<file path="src/rtl/shadow_pkg.sv">
package shadow_pkg;

  typedef enum logic [2:0] {
    CP_RD_REQ,
    CP_RD_WAIT,
    CP_WR_REQ,
    CP_WR_WAIT,
    CP_DONE
  } copy_state_t;

  typedef enum logic [1:0] {
    CU_IDLE,
    CU_BUSY,
    CU_RESP
  } cpu_state_t;

endpackage

</file>
<file path="src/rtl/shadow_wait_port.sv">
// One memory port with a fixed number of wait cycles per access.
module shadow_wait_port #(
  parameter int WAIT = 1,
  parameter int AW   = 8,
  parameter int DW   = 32,
  localparam int CW  = (WAIT > 1) ? $clog2(WAIT) : 1
) (
  input  logic          clk,
  input  logic          rst_n,
  input  logic          start,
  input  logic          req_we,
  input  logic [AW-1:0] req_addr,
  input  logic [DW-1:0] req_wdata,
  output logic          idle,
  output logic          fin,
  output logic [DW-1:0] rdata_q,
  output logic          mem_en,
  output logic          mem_we,
  output logic [AW-1:0] mem_addr,
  output logic [DW-1:0] mem_wdata,
  input  logic [DW-1:0] mem_rdata
);

  logic [CW-1:0] cnt;

  assign idle = !mem_en;
  assign fin  = mem_en && (cnt == CW'(WAIT - 1));

  always_ff @(posedge clk or negedge rst_n) begin
    if (!rst_n) begin
      mem_en    <= 1'b0;
      mem_we    <= 1'b0;
      mem_addr  <= '0;
      mem_wdata <= '0;
      cnt       <= '0;
      rdata_q   <= '0;
    end else if (!mem_en) begin
      if (start) begin
        mem_en    <= 1'b1;
        mem_we    <= req_we;
        mem_addr  <= req_addr;
        mem_wdata <= req_wdata;
        cnt       <= '0;
      end
    end else if (fin) begin
      mem_en <= 1'b0;
      mem_we <= 1'b0;
      if (!mem_we) rdata_q <= mem_rdata;
    end else begin
      cnt <= cnt + 1'b1;
    end
  end

  // request fields stay put until the final wait cycle
  assert_hold_R2: assert property (@(posedge clk) disable iff (!rst_n)
    (mem_en && !fin) |=> (mem_en && $stable(mem_addr) && $stable(mem_we) && $stable(mem_wdata)));

  // an idle cycle follows every access
  assert_gap_R2: assert property (@(posedge clk) disable iff (!rst_n)
    fin |=> !mem_en);

endmodule

</file>
<file path="src/rtl/shadow_addr_map.sv">
// Boot window decode, redirection into the shadow region, write guard.
module shadow_addr_map #(
  parameter int RAM_AW       = 8,
  parameter int BO           = 2,
  parameter int ROM_WORDS    = 16,
  parameter int SHADOW_WBASE = 240,
  parameter bit ALLOW_WR     = 1'b0
) (
  input  logic [RAM_AW+BO-1:0] cpu_addr,
  input  logic                 cpu_write,
  output logic                 in_window,
  output logic [RAM_AW-1:0]    ram_word,
  output logic                 wr_blocked
);

  localparam logic [RAM_AW-1:0] WIN_END = RAM_AW'(ROM_WORDS);
  localparam logic [RAM_AW-1:0] SBASE   = RAM_AW'(SHADOW_WBASE);

  logic [RAM_AW-1:0] word;

  assign word      = cpu_addr[RAM_AW+BO-1:BO];
  assign in_window = (word < WIN_END);
  assign ram_word  = in_window ? (SBASE + word) : word;

  generate
    if (ALLOW_WR) begin : g_wr_open
      assign wr_blocked = 1'b0;
    end else begin : g_wr_guard
      assign wr_blocked = in_window && cpu_write;
    end
  endgenerate

endmodule

</file>
<file path="src/rtl/shadow_copy_seq.sv">
// Start-up copy: ROM word -> shadow RAM word, one at a time.
module shadow_copy_seq #(
  parameter int ROM_WORDS    = 16,
  parameter int RAM_AW       = 8,
  parameter int DW           = 32,
  parameter int SHADOW_WBASE = 240,
  localparam int ROM_AW      = $clog2(ROM_WORDS)
) (
  input  logic              clk,
  input  logic              rst_n,
  input  logic              rom_idle,
  input  logic              rom_fin,
  input  logic [DW-1:0]     rom_q,
  input  logic              ram_idle,
  input  logic              ram_fin,
  output logic              rom_start,
  output logic [ROM_AW-1:0] rom_req_addr,
  output logic              ram_start,
  output logic [RAM_AW-1:0] ram_req_addr,
  output logic [DW-1:0]     ram_req_wdata,
  output logic              done
);
  import shadow_pkg::*;

  localparam logic [RAM_AW-1:0] SBASE = RAM_AW'(SHADOW_WBASE);
  localparam logic [ROM_AW-1:0] LAST  = ROM_AW'(ROM_WORDS - 1);

  copy_state_t       st;
  logic [ROM_AW-1:0] idx;

  assign rom_start     = (st == CP_RD_REQ);
  assign ram_start     = (st == CP_WR_REQ);
  assign rom_req_addr  = idx;
  assign ram_req_addr  = SBASE + RAM_AW'(idx);
  assign ram_req_wdata = rom_q;

  always_ff @(posedge clk or negedge rst_n) begin
    if (!rst_n) begin
      st   <= CP_RD_REQ;
      idx  <= '0;
      done <= 1'b0;
    end else begin
      unique case (st)
        CP_RD_REQ:  if (rom_idle) st <= CP_RD_WAIT;
        CP_RD_WAIT: if (rom_fin) st <= CP_WR_REQ;
        CP_WR_REQ:  if (ram_idle) st <= CP_WR_WAIT;
        CP_WR_WAIT: if (ram_fin) begin
          if (idx == LAST) begin
            st   <= CP_DONE;
            done <= 1'b1;
          end else begin
            idx <= idx + 1'b1;
            st  <= CP_RD_REQ;
          end
        end
        default: st <= CP_DONE;
      endcase
    end
  end

  // completion is sticky until reset
  assert_done_sticky_R3: assert property (@(posedge clk) disable iff (!rst_n)
    done |=> done);

  // no ROM read is launched while a shadow write is outstanding
  assert_one_side_R1: assert property (@(posedge clk) disable iff (!rst_n)
    (rom_start && rom_idle) |-> ram_idle);

endmodule

</file>
<file path="src/rtl/boot_shadow_ctrl.sv">
module boot_shadow_ctrl #(
  parameter int DW              = 32,
  parameter int ROM_WORDS       = 16,
  parameter int RAM_WORDS       = 256,
  parameter int SHADOW_WBASE    = RAM_WORDS - ROM_WORDS,
  parameter int ROM_WAIT        = 3,
  parameter int RAM_WAIT        = 1,
  parameter bit ALLOW_SHADOW_WR = 1'b0,
  localparam int ROM_AW         = $clog2(ROM_WORDS),
  localparam int RAM_AW         = $clog2(RAM_WORDS),
  localparam int BO             = $clog2(DW / 8),
  localparam int CPU_AW         = RAM_AW + BO
) (
  input  logic              clk,
  input  logic              rst_n,
  input  logic              cpu_sel_n,
  input  logic              cpu_rd_wr_n,
  input  logic [CPU_AW-1:0] cpu_addr,
  input  logic [DW-1:0]     cpu_wdata,
  output logic [DW-1:0]     cpu_rdata,
  output logic              cpu_ready,
  output logic              copy_done,
  output logic              rom_en,
  output logic [ROM_AW-1:0] rom_addr,
  input  logic [DW-1:0]     rom_rdata,
  output logic              ram_en,
  output logic              ram_we,
  output logic [RAM_AW-1:0] ram_addr,
  output logic [DW-1:0]     ram_wdata,
  input  logic [DW-1:0]     ram_rdata
);
  import shadow_pkg::*;

  // copy sequencer <-> ports
  logic              cp_rom_start, cp_ram_start;
  logic [ROM_AW-1:0] cp_rom_addr;
  logic [RAM_AW-1:0] cp_ram_addr;
  logic [DW-1:0]     cp_ram_wdata;
  logic              rom_idle, rom_fin, ram_idle, ram_fin;
  logic [DW-1:0]     rom_q, ram_q;
  logic              rom_we_i;
  logic [DW-1:0]     rom_wdata_i;
  logic              unused_rom_side;

  // CPU path
  cpu_state_t        cu_st;
  logic              win_hit, wr_blocked, cpu_go;
  logic [RAM_AW-1:0] map_word;

  // RAM port request mux
  logic              pr_start, pr_we;
  logic [RAM_AW-1:0] pr_addr;
  logic [DW-1:0]     pr_wdata;

  shadow_copy_seq #(
    .ROM_WORDS(ROM_WORDS), .RAM_AW(RAM_AW), .DW(DW), .SHADOW_WBASE(SHADOW_WBASE)
  ) u_copy (
    .clk(clk), .rst_n(rst_n),
    .rom_idle(rom_idle), .rom_fin(rom_fin), .rom_q(rom_q),
    .ram_idle(ram_idle), .ram_fin(ram_fin),
    .rom_start(cp_rom_start), .rom_req_addr(cp_rom_addr),
    .ram_start(cp_ram_start), .ram_req_addr(cp_ram_addr),
    .ram_req_wdata(cp_ram_wdata), .done(copy_done)
  );

  shadow_wait_port #(.WAIT(ROM_WAIT), .AW(ROM_AW), .DW(DW)) u_rom_port (
    .clk(clk), .rst_n(rst_n),
    .start(cp_rom_start && !copy_done), .req_we(1'b0),
    .req_addr(cp_rom_addr), .req_wdata('0),
    .idle(rom_idle), .fin(rom_fin), .rdata_q(rom_q),
    .mem_en(rom_en), .mem_we(rom_we_i), .mem_addr(rom_addr),
    .mem_wdata(rom_wdata_i), .mem_rdata(rom_rdata)
  );

  assign unused_rom_side = ^{rom_we_i, rom_wdata_i};

  shadow_addr_map #(
    .RAM_AW(RAM_AW), .BO(BO), .ROM_WORDS(ROM_WORDS),
    .SHADOW_WBASE(SHADOW_WBASE), .ALLOW_WR(ALLOW_SHADOW_WR)
  ) u_map (
    .cpu_addr(cpu_addr), .cpu_write(!cpu_rd_wr_n),
    .in_window(win_hit), .ram_word(map_word), .wr_blocked(wr_blocked)
  );

  assign cpu_go = (cu_st == CU_IDLE) && !cpu_sel_n && copy_done && !wr_blocked && ram_idle;

  always_comb begin
    if (copy_done) begin
      pr_start = cpu_go;
      pr_we    = !cpu_rd_wr_n;
      pr_addr  = map_word;
      pr_wdata = cpu_wdata;
    end else begin
      pr_start = cp_ram_start;
      pr_we    = 1'b1;
      pr_addr  = cp_ram_addr;
      pr_wdata = cp_ram_wdata;
    end
  end

  shadow_wait_port #(.WAIT(RAM_WAIT), .AW(RAM_AW), .DW(DW)) u_ram_port (
    .clk(clk), .rst_n(rst_n),
    .start(pr_start), .req_we(pr_we), .req_addr(pr_addr), .req_wdata(pr_wdata),
    .idle(ram_idle), .fin(ram_fin), .rdata_q(ram_q),
    .mem_en(ram_en), .mem_we(ram_we), .mem_addr(ram_addr),
    .mem_wdata(ram_wdata), .mem_rdata(ram_rdata)
  );

  always_ff @(posedge clk or negedge rst_n) begin
    if (!rst_n) begin
      cu_st <= CU_IDLE;
    end else begin
      unique case (cu_st)
        CU_IDLE: if (!cpu_sel_n && copy_done) begin
          if (wr_blocked)    cu_st <= CU_RESP;
          else if (ram_idle) cu_st <= CU_BUSY;
        end
        CU_BUSY: if (ram_fin) cu_st <= CU_RESP;
        default: cu_st <= CU_IDLE;
      endcase
    end
  end

  assign cpu_ready = (cu_st == CU_RESP);
  assign cpu_rdata = ram_q;

  // no acknowledge before the image is complete
  assert_stall_R5: assert property (@(posedge clk) disable iff (!rst_n)
    !copy_done |-> !cpu_ready);

  // ROM locked out once shadowed
  assert_rom_quiet_R4: assert property (@(posedge clk) disable iff (!rst_n)
    copy_done |-> !rom_en);

  // deselected cycles launch nothing
  assert_nosel_R6: assert property (@(posedge clk) disable iff (!rst_n)
    (copy_done && cu_st == CU_IDLE && cpu_sel_n) |=> (!ram_en && !cpu_ready));

  // acknowledge is a single-cycle pulse
  assert_pulse_R11: assert property (@(posedge clk) disable iff (!rst_n)
    cpu_ready |=> !cpu_ready);

  generate
    if (!ALLOW_SHADOW_WR) begin : g_guard_chk
      // window writes never reach the RAM
      assert_guard_R9: assert property (@(posedge clk) disable iff (!rst_n)
        (copy_done && cu_st == CU_IDLE && !cpu_sel_n && !cpu_rd_wr_n && win_hit)
          |=> (!ram_en && cpu_ready));
    end
  endgenerate

endmodule

</file>
<file path="config.mk">
export PLATFORM = sky130hd
export DESIGN_NAME = boot_shadow_ctrl
export DESIGN_NICKNAME = d
export VERILOG_FILES = /design/src/rtl/shadow_pkg.sv /design/src/rtl/shadow_wait_port.sv /design/src/rtl/shadow_addr_map.sv /design/src/rtl/shadow_copy_seq.sv /design/src/rtl/boot_shadow_ctrl.sv
export SDC_FILE = /design/constraint.sdc
export NUM_CORES = 1
export LEC_CHECK = 0
export BUFFER_PORTS_ARGS = -buffer_cell sky130_fd_sc_hd__buf_2
export CAP_MARGIN = 20
export CORE_ASPECT_RATIO = 1.2
export CORE_MARGIN = 4
export CORE_UTILIZATION = 54
export CTS_CLUSTER_DIAMETER = 30
export CTS_CLUSTER_SIZE = 10
export DETAILED_ROUTE_END_ITERATION = 10
export PLACE_DENSITY = 0.85
export SETUP_SLACK_MARGIN = 0.5
export SYNTH_ARGS = -nofsm -noshare
export SYNTH_HDL_FRONTEND = slang
export SYNTH_SLANG_ARGS = --single-unit
</file>
<file path="constraint.sdc">
create_clock -name clk -period 3.8 [get_ports clk]
set_input_delay 0.38 -clock clk [delete_from_list [all_inputs] [get_ports clk]]
set_output_delay 0.38 -clock clk [all_outputs]
set_load 0.01 [all_outputs]
</file>
## After elaboration in Yosys (flattened, before gate mapping)

Index checks and enable logic that the tools add are counted.

| storage, ports and cells | value |
|---|---|
| input bits | 110 |
| register bits after elaboration | 125 |
| logic and storage cells | 109 |

| cells by class | value |
|---|---|
| magnitude comparators | 1 |
| eq/ne operators | 18 |
| $add $sub $neg | 5 |
| reductions and logical operators | 30 |
| bitwise gates (word level) | 6 |
| mux-type cells | 34 |

Operators by type and width:

| kind | number |
|---|---|
| 32-bit 2-to-1 mux | 1 |
| 2-bit inequality test (second input constant) | 9 |
| 1-bit 2-to-1 mux | 17 |
| 8-bit 2-to-1 mux | 2 |
| 3-bit 2-to-1 mux | 5 |
| 3-bit AND reduction | 5 |
| 2-bit 2-to-1 mux | 7 |
| 3-bit case mux with 4 select lines | 1 |
| 2-bit AND reduction | 6 |
| 1-bit logical AND | 9 |
| 8-bit adder (first input constant) | 1 |
| 8-bit by 5-bit < comparator with 1-bit output (second input constant) | 1 |
| 5-bit by 5-bit adder with 6-bit output (first input constant) | 1 |
| 3-bit by 2-bit equality test with 1-bit output (second input constant) | 2 |
| 1-bit NOT | 6 |
| 1-bit zero test | 5 |
| 4-bit by 1-bit adder with 4-bit output (second input constant) | 1 |
| 2-bit equality test (second input constant) | 2 |
| 4-bit equality test (second input constant) | 1 |
| 2-bit case mux with 2 select lines | 1 |
| 4-bit AND reduction | 1 |
| 2-bit nonzero test | 2 |
| 3-bit by 1-bit equality test with 1-bit output (second input constant) | 1 |
| 3-bit zero test | 1 |
| other kinds (6) | 6 |

## Logic depth before layout (Yosys ltp)

Gate-level depths: netlist (run 1).

| depth | value |
|---|---|
| depth after elaboration | 8 |
| mapped depth | 7 |
| mapped depth without buffers | 5 |

## By module

From an unflattened synthesis (run 1), not the netlist that was laid out.

| second synthesis, totals | value |
|---|---|
| cells, all modules | 480 |
| area total of the unflattened synthesis | 7,305.8 sq um |

Modules (own cells, without submodules):

| module | area each (sq um) | times used | cells an instance |
|---|---|---|---|
| shadow_wait_port at u_rom_port | 3,020.4 | 1 | 165 |
| shadow_wait_port at u_ram_port | 2,813.9 | 1 | 164 |
| shadow_copy_seq | 708.2 | 1 | 75 |
| boot_shadow_ctrl | 643.1 | 1 | 61 |
| shadow_addr_map | 120.1 | 1 | 15 |

## Least setup slack after synthesis (run 1)

No wires, ideal clock.

| path | value |
|---|---|
| path type | input-to-reg |
| start | in cpu_addr[7] |
| end | reg u_ram_port.mem_wdata[10] |
| data arrival time | 1.721 ns |
| setup slack | 1.993 ns |
| data required time | 3.714 ns |
| buffers on the path | 2 |
| cell stages on the path | 7 |
| path through | inv_1 ha_1 or4b_4 a21o_1 buf_6 buf_6 a32oi_2 |

| between the ends | value |
|---|---|
| longest elaborated chain between the ends | 7 |

Ends and longest elaborated chain:

| element | RTL line | text |
|---|---|---|
| from (decl) | boot_shadow_ctrl.sv:18 | `input logic [CPU_AW-1:0] cpu_addr,` |
| 8-bit by 5-bit < comparator with 1-bit output | shadow_addr_map.sv:22 | `assign in_window = (word < WIN_END);` |
| 1-bit logical AND | shadow_addr_map.sv:29 | `assign wr_blocked = in_window && cpu_write;` |
| 1-bit zero test | boot_shadow_ctrl.sv:85 | `assign cpu_go = (cu_st == CU_IDLE) && !cpu_sel_n && copy_done && !wr_blocked && ram_idle;` |
| 1-bit logical AND (2 in series) | boot_shadow_ctrl.sv:85 |  |
| 1-bit 2-to-1 mux | boot_shadow_ctrl.sv:88 | `if (copy_done) begin` |
| 2-bit AND reduction (no source line) | - |  |
| to (signal assigned) | shadow_wait_port.sv:42 | `mem_wdata <= req_wdata;` |
| to (decl) | shadow_wait_port.sv:20 | `output logic [DW-1:0] mem_wdata,` |

No other way between the ends.
A chain may end at the register's enable or synchronous reset.

## Worst setup path in the final report (run 1)

| path | value |
|---|---|
| start | reg u_copy.done |
| end | reg u_ram_port.mem_wdata[28] |

| between the ends | value |
|---|---|
| longest elaborated chain between the ends | 5 |
| elaborated cells between the ends (all ways) | 6 |
| those cells by class | mux (2); reduce/logical (4) |

Ends and longest elaborated chain:

| element | RTL line | text |
|---|---|---|
| from (decl) | shadow_copy_seq.sv:21 | `output logic done` |
| from (signal assigned) | shadow_copy_seq.sv:41 | `done <= 1'b0;` |
| from (signal assigned) | shadow_copy_seq.sv:50 | `done <= 1'b1;` |
| 1-bit logical AND (3 in series) | boot_shadow_ctrl.sv:85 |  |
| 1-bit 2-to-1 mux | boot_shadow_ctrl.sv:88 |  |
| 2-bit AND reduction (no source line) | - |  |

Parallel ways exist; a longest one is shown, timed or not.

==> results of run 1 <==
==> registers in the layout, summed over array words and instances, names as in the netlist <==
name	cells
u_rom_port.mem_addr	4
u_rom_port.mem_en	1
u_ram_port.cnt	1
u_copy.rom_req_addr	4
u_ram_port.mem_addr	8
u_copy.st	3
u_ram_port.mem_wdata	32
u_ram_port.mem_we	1
u_copy.done	1
u_ram_port.mem_en	1
u_ram_port.rdata_q	32
cu_st	2
u_rom_port.cnt	2
u_rom_port.rdata_q	32
==> cells in the final DEF (no fill, tap or decap), types with 4 or more instances in the layout <==
cell / n
buf_2: 187
mux2_2: 69
clkinv_2: 5
a21oi_1: 47
mux2i_1: 41
dfrtp_1: 123
a32oi_2: 20
nor2_1: 5
nor2b_1: 4
nand2_1: 4
buf_4: 9
a32oi_1: 16
inv_1: 4
clkbuf_16: 17
a31oi_1: 4
==> per-stage QoR <==
step	total power (W)	std cells	hold WS (ps)	util, %	instance area [um2]
5_1_grt	0.00323	729	186	71.2	7160
3_5_place_dp	0.00157	697	480	65.3	6570
4_1_cts	0.00315	729	164	71.2	7160
6_report	0.00312	729	127	71.2	7160
3_3_place_gp	0.00156	697	465	65.3	6570
2_1_floorplan	0.00146	408	84.4	-	5560
==> metal layers <==
metal	GRT usage [%]	vias to the layer above	part of all wire, %
li1	-	1907	-
met1	28.2	2008	41
met2	36.7	164	50
met3	7.26	10	8.3
met4	6.82	0	0.95
met5	0	-	0
==> logic make-up (layout without fill, tap and decap cells) <==
group	Yosys count	count (layout)	share of synthesized area, %
buf+inv	38	233	3.26
compound gates	97	97	14.5
flops	124	124	55.8
xor+xnor	2	2	0.315
simple gates	33	33	3.81
mux	111	111	21.6
fa+ha+maj	3	3	0.676
==> worst register-to-register path, stage by stage, from the launching register on <==
cell     delay, ps
dfrtp_2        840
nor4b_2        520
a21o_2         820
a32oi_1        290
==> path summary, 6_finish.rpt <==
kind	start	to	depth (start not counted)
setup / recovery	u_copy.done	u_ram_port.mem_wdata[28]	3
hold / removal	rst_n	u_rom_port.rdata_q[6]	1
min in group clk	ram_rdata[7]	u_ram_port.rdata_q[7]	2
max in group asynchronous	rst_n	u_ram_port.rdata_q[17]	2
hold reg to reg	cu_st[1]	cu_st[0]	1
setup reg to reg	u_copy.done	u_ram_port.mem_wdata[28]	3
==> power by group <==
part / internal, W / switching, W / total [W] / leakage, nW
Clock: 0.00101 / 0.000558 / 0.00157 / 0.289
Combinational: 0.0000863 / 0.0000846 / 0.000171 / 1.62
Sequential: 0.00136 / 0.0000186 / 0.00138 / 1.53
==> cell type report <==
class | instances | area [um2]
Clock buffer | 21 | 470
Clock inverter | 11 | 118
Fill cell | 717 | 2900
Inverter | 5 | 18.8
Multi-Input combinational cell | 246 | 2290
Sequential cell | 124 | 3100
Tap cell | 126 | 158
Timing Repair Buffer | 196 | 1000
==> flow_summary.json, run 1 <==
{
  "rows": 40,
  "crit_buf_inv": 0,
  "fmax_ghz": 0.374,
  "die_width_um": 101,
  "finClkSkew_ps": 5.84,
  "p_leak_nw": 3.43,
  "max_stage_delay_ps": 840,
  "grt_pass1_vias": 4294,
  "drive_gt1_share_pct": 53.9,
  "netlist.area_leader.share_pct": 55.8,
  "slew_violations": 0,
  "synth-edff-count": 0,
  "track_usage_pct": 22.4,
  "relSlewSlack_pct": 35.1,
  "portBuffers": 188,
  "yosys-top-cells-area": "dfrtp_1 (56%), mux2_2 (14%), mux2i_1 (7.4%)",
  "ys.flop_type": "dfrtp_1",
  "cp.required_ps": 4000,
  "gp_congestion": 0.771,
  "grt_setup_unrepaired": "false",
  "yosysSeqAreaShare_pct": 55.8,
  "holdBufCountCts": 0,
  "drv_cap": 0,
  "period_share_pct": 70.3,
  "pwr_density_cell_nw_per_um2": 435,
  "cts.sinks": 124,
  "num_vias": 4089,
  "setup_tns_ps": 0,
  "hpwl_mm": 9.32,
  "clockBufferDepth": 2,
  "syn-cell-area_um2": 5560,
  "grt_pass1_wl_mm": 21.2,
  "antenna_found_initial": 0,
  "post_cts_buffers": 0,
  "core-area_um2": 10100,
  "drt_iter0_markers": 110,
  "dr.pass1.iters": 4,
  "die_height_um": 119,
  "cts-root-buf": "clkbuf_16",
  "worst_pin_slew_ps": 974,
  "cp_data_arrival_time_ps": 2870,
  "cp_cell_sequence": "nor4b_2 -> a21o_2 -> a32oi_1",
  "grt_max_degree": 78,
  "drc": 0,
  "yosysWarnings": 0,
  "finalHoldViolations": 0,
  "drt_wl_total_mm": 13.1,
  "end_kind": "flip-flop",
  "async_flop_share_pct": 100,
  "antenna-diode-count": 0,
  "start_util_pct": 55.2,
  "worst_setup_path_start_kind": "flip-flop",
  "ys_seq_elements": 124,
  "cts_buffers": 17,
  "synth_area_per_cell_um2": 13.6,
  "num_io_pins": 191,
  "critPathTopFamily": "compound AO/OA/AOI/OAI gates",
  "htree_levels": 4,
  "critPathKind": "reg -> reg",
  "finalNetCount": 703,
  "synth_most_common_cell": "dfrtp_1",
  "period_minus_slack_ps": 2670,
  "cts_tree": "done",
  "wire_per_inst_um": 18.0,
  "r2r_slack_ps": 1130,
  "grt_overflow_total": 0,
  "slowest_stage": "dfrtp_2",
  "syn2layout_area_growth_pct": 28.9,
  "cp_max_fo": 38,
  "synth_top_cell_by_area": "dfrtp_1",
  "worst_slack_ps": 1130,
  "clk-insertion-delay-late_ps": 400,
  "fp.dieArea_um2": 12000,
  "synthCells": 408,
  "drtAntennaViolNets": 0,
  "cts.clk_slew.worst_paths_ps": 60,
  "cts_resized": 0,
  "synthTopCellsByCount": "dfrtp_1 (124), mux2_2 (69), a21oi_1 (47)",
  "avgViaCountPerCell": 5.61,
  "syn_nets": 521,
  "outcome": "finished, final reports clean",
  "pre_cts_ws_ps": 1120,
  "irDropWorstVdd_mv": 0.301,
  "worst_hold_path_type": "in -> async",
  "setup_violations": 0,
  "synthDistinctLibCells": 39
}
Power figures use the tool's default switching activity.
==> inputs of run 2 (changes only) <==
Settings changed: CORE_UTILIZATION 54 to 50, PLACE_DENSITY 0.85 to 0.8.
Clock period 3.8 ns to 2.6 ns, I/O delays scaled along.
==> run 2 against run 1 <==
  * Core utilization is 3.2 points lower
  * Global-route usage shrank 1.0 points
  * Setup slack got worse by 480 ps
  * Largest cell class unchanged
==> flow_summary.json, run 2 (same netlist as run 1, synthesis figures left out) <==
{
  "comb_power_share_pct": 5.6,
  "clockBufferDepth": 2,
  "final_common_cell": "buf_2",
  "antenna_found_initial": 0,
  "grt_pass1_wl_mm": 22.1,
  "setup_tns_ps": 0,
  "period_minus_slack_ps": 1950,
  "largestRegisters": "u_ram_port.mem_wdata (32), u_ram_port.rdata_q (32), u_rom_port.rdata_q (32)",
  "track_usage_pct": 21.4,
  "r2r_slack_ps": 650,
  "core-area_um2": 10700,
  "clk-insertion-delay-late_ps": 400,
  "worst_hold_path_type": "in -> reg",
  "seqPwrFrac_pct": 43.9,
  "period_share_pct": 75.0,
  "timing.rr.end": "u_ram_port.mem_wdata[7]",
  "cts_buffers": 17,
  "fp.dieArea_um2": 12900,
  "outcome": "finished, final reports clean",
  "end_kind": "flip-flop",
  "instances_no_fill": 735,
  "grt_overflow_total": 0,
  "die_width_um": 104,
  "antenna-diode-count": 0,
  "drt_iter0_markers": 277,
  "worst_pin_slew_ps": 828,
  "hpwl_mm": 9.43,
  "worstReg2RegStart": "cu_st[0]",
  "num_vias": 4101,
  "worst_setup_path_start_kind": "flip-flop",
  "cts-root-buf": "clkbuf_16",
  "finalNetCount": 707,
  "p_leak_nw": 3.47,
  "grt_max_degree": 78,
  "p_total_w": 0.00458,
  "portBuffers": 188,
  "grt_pass1_vias": 4523,
  "htree_levels": 4,
  "dr.pass1.iters": 4,
  "syn2layout_area_growth_pct": 30.5,
  "relSlewSlack_pct": 44.8,
  "p_sw_share_pct": 20.3,
  "worst_slack_ps": 651,
  "wire_per_inst_um": 18.0,
  "drc": 0,
  "num_io_pins": 191,
  "rows": 41,
  "setup_violations": 0,
  "drtAntennaViolNets": 0,
  "cts_tree": "done",
  "gp_congestion": 0.792,
  "fmax_ghz": 0.513,
  "placedCellCount": 703,
  "die_height_um": 123,
  "worstHoldEndpoint": "u_rom_port.rdata_q[5]",
  "cts.clk_slew.worst_paths_ps": 50,
  "pre_cts_ws_ps": 440,
  "cts.sinks": 124,
  "intPower_w": 0.00365,
  "grt_setup_unrepaired": "false",
  "clkPwrFrac_pct": 50.6,
  "irDropWorstVdd_mv": 0.469,
  "pwr_density_cell_nw_per_um2": 632,
  "avgViaCountPerCell": 5.58,
  "start_util_pct": 52.1,
  "drv_cap": 0,
  "r2r_cells": 3,
  "drt_wl_total_mm": 13.2,
  "critPathKind": "reg -> reg",
  "drive_gt1_share_pct": 54.0,
  "finClkSkew_ps": 8.99,
  "finalHoldViolations": 0,
  "slew_violations": 0,
  "p_sw_w": 0.000929,
  "layout_common_cells": "buf_2 (187), dfrtp_1 (123), mux2_2 (69)",
  "cp.required_ps": 2830,
  "worstHoldStart": "rom_rdata[5]",
  "hold_path_depth": 2,
  "cp_data_arrival_time_ps": 2180,
  "cp-startpoint": "cu_st[0]",
  "cp_max_fo": 38
}
run 2: cell types whose count changed in the layout (fill, tap and decap cells not counted), sizes merged:
cell,previous run,this run
buf,196,199
bufinv,2,1
clkbuf,21,27
clkinv,7,1
dlygate4sd3,0,1
run 2: how the worst max path moves through the flow:
| stage | endpoint |
|---|---|
| final | u_ram_port.mem_wdata[7] |
| after global routing | u_ram_port.mem_wdata[30] |
| after CTS | u_ram_port.mem_wdata[16] |
| after detailed placement | u_ram_port.mem_wdata[27] |
| after global placement | u_ram_port.mem_en |
| after floorplan | u_ram_port.mem_wdata[20] |
run 2: power by group through the flow:
stage	clock network (W)	registers [W]	logic (W)
floorplan	0	0.00205	0.0000771
global placement	0	0.00204	0.000245
detailed placement	0	0.00204	0.000257
CTS	0.00237	0.00201	0.000260
global route	0.00247	0.00201	0.000286
finish	0.00232	0.00201	0.000254
run 2: timing repair:
item | CTS | global route
endpoints found under the setup margin | 15 | 25
resized for setup | 1 | 1
buffers inserted | 0 | 0
hold endpoints to repair | 39 | 0
hold buffers | 1 | 0
run 2: cell type report:
cell class,count,area (um2)
Clock buffer,27,553
Clock inverter,4,50.0
Fill cell,806,3420
Inverter,5,18.8
Multi-Input combinational cell,246,2300
Sequential cell,124,3100
Tap cell,129,161
Timing Repair Buffer,200,1060
run 2: critical path: stages, from the launching register on:
cell     delay [ps]
dfrtp_1         430
nor4b_2         580
a21o_4          530
a32oi_2         200
run 2: metal layers:
layer	track usage, %	wire, um	up-vias
met5	0	0	-
met3	7.31	1010	13
li1	-	-	1912
met4	7.23	139	0
met2	35.8	6540	177
met1	26.3	5540	1999
run 2: per-stage QoR:
stage                     cell area, um2  utilization (%)  hold slack [ps]
after floorplan                     5560                -            -35.6
after detailed placement            6630             62.1              285
after global placement              6630             62.1              269
final                               7250             68.0             88.2
after CTS                           7240             67.9             72.6
after global routing                7250             68.0             69.2
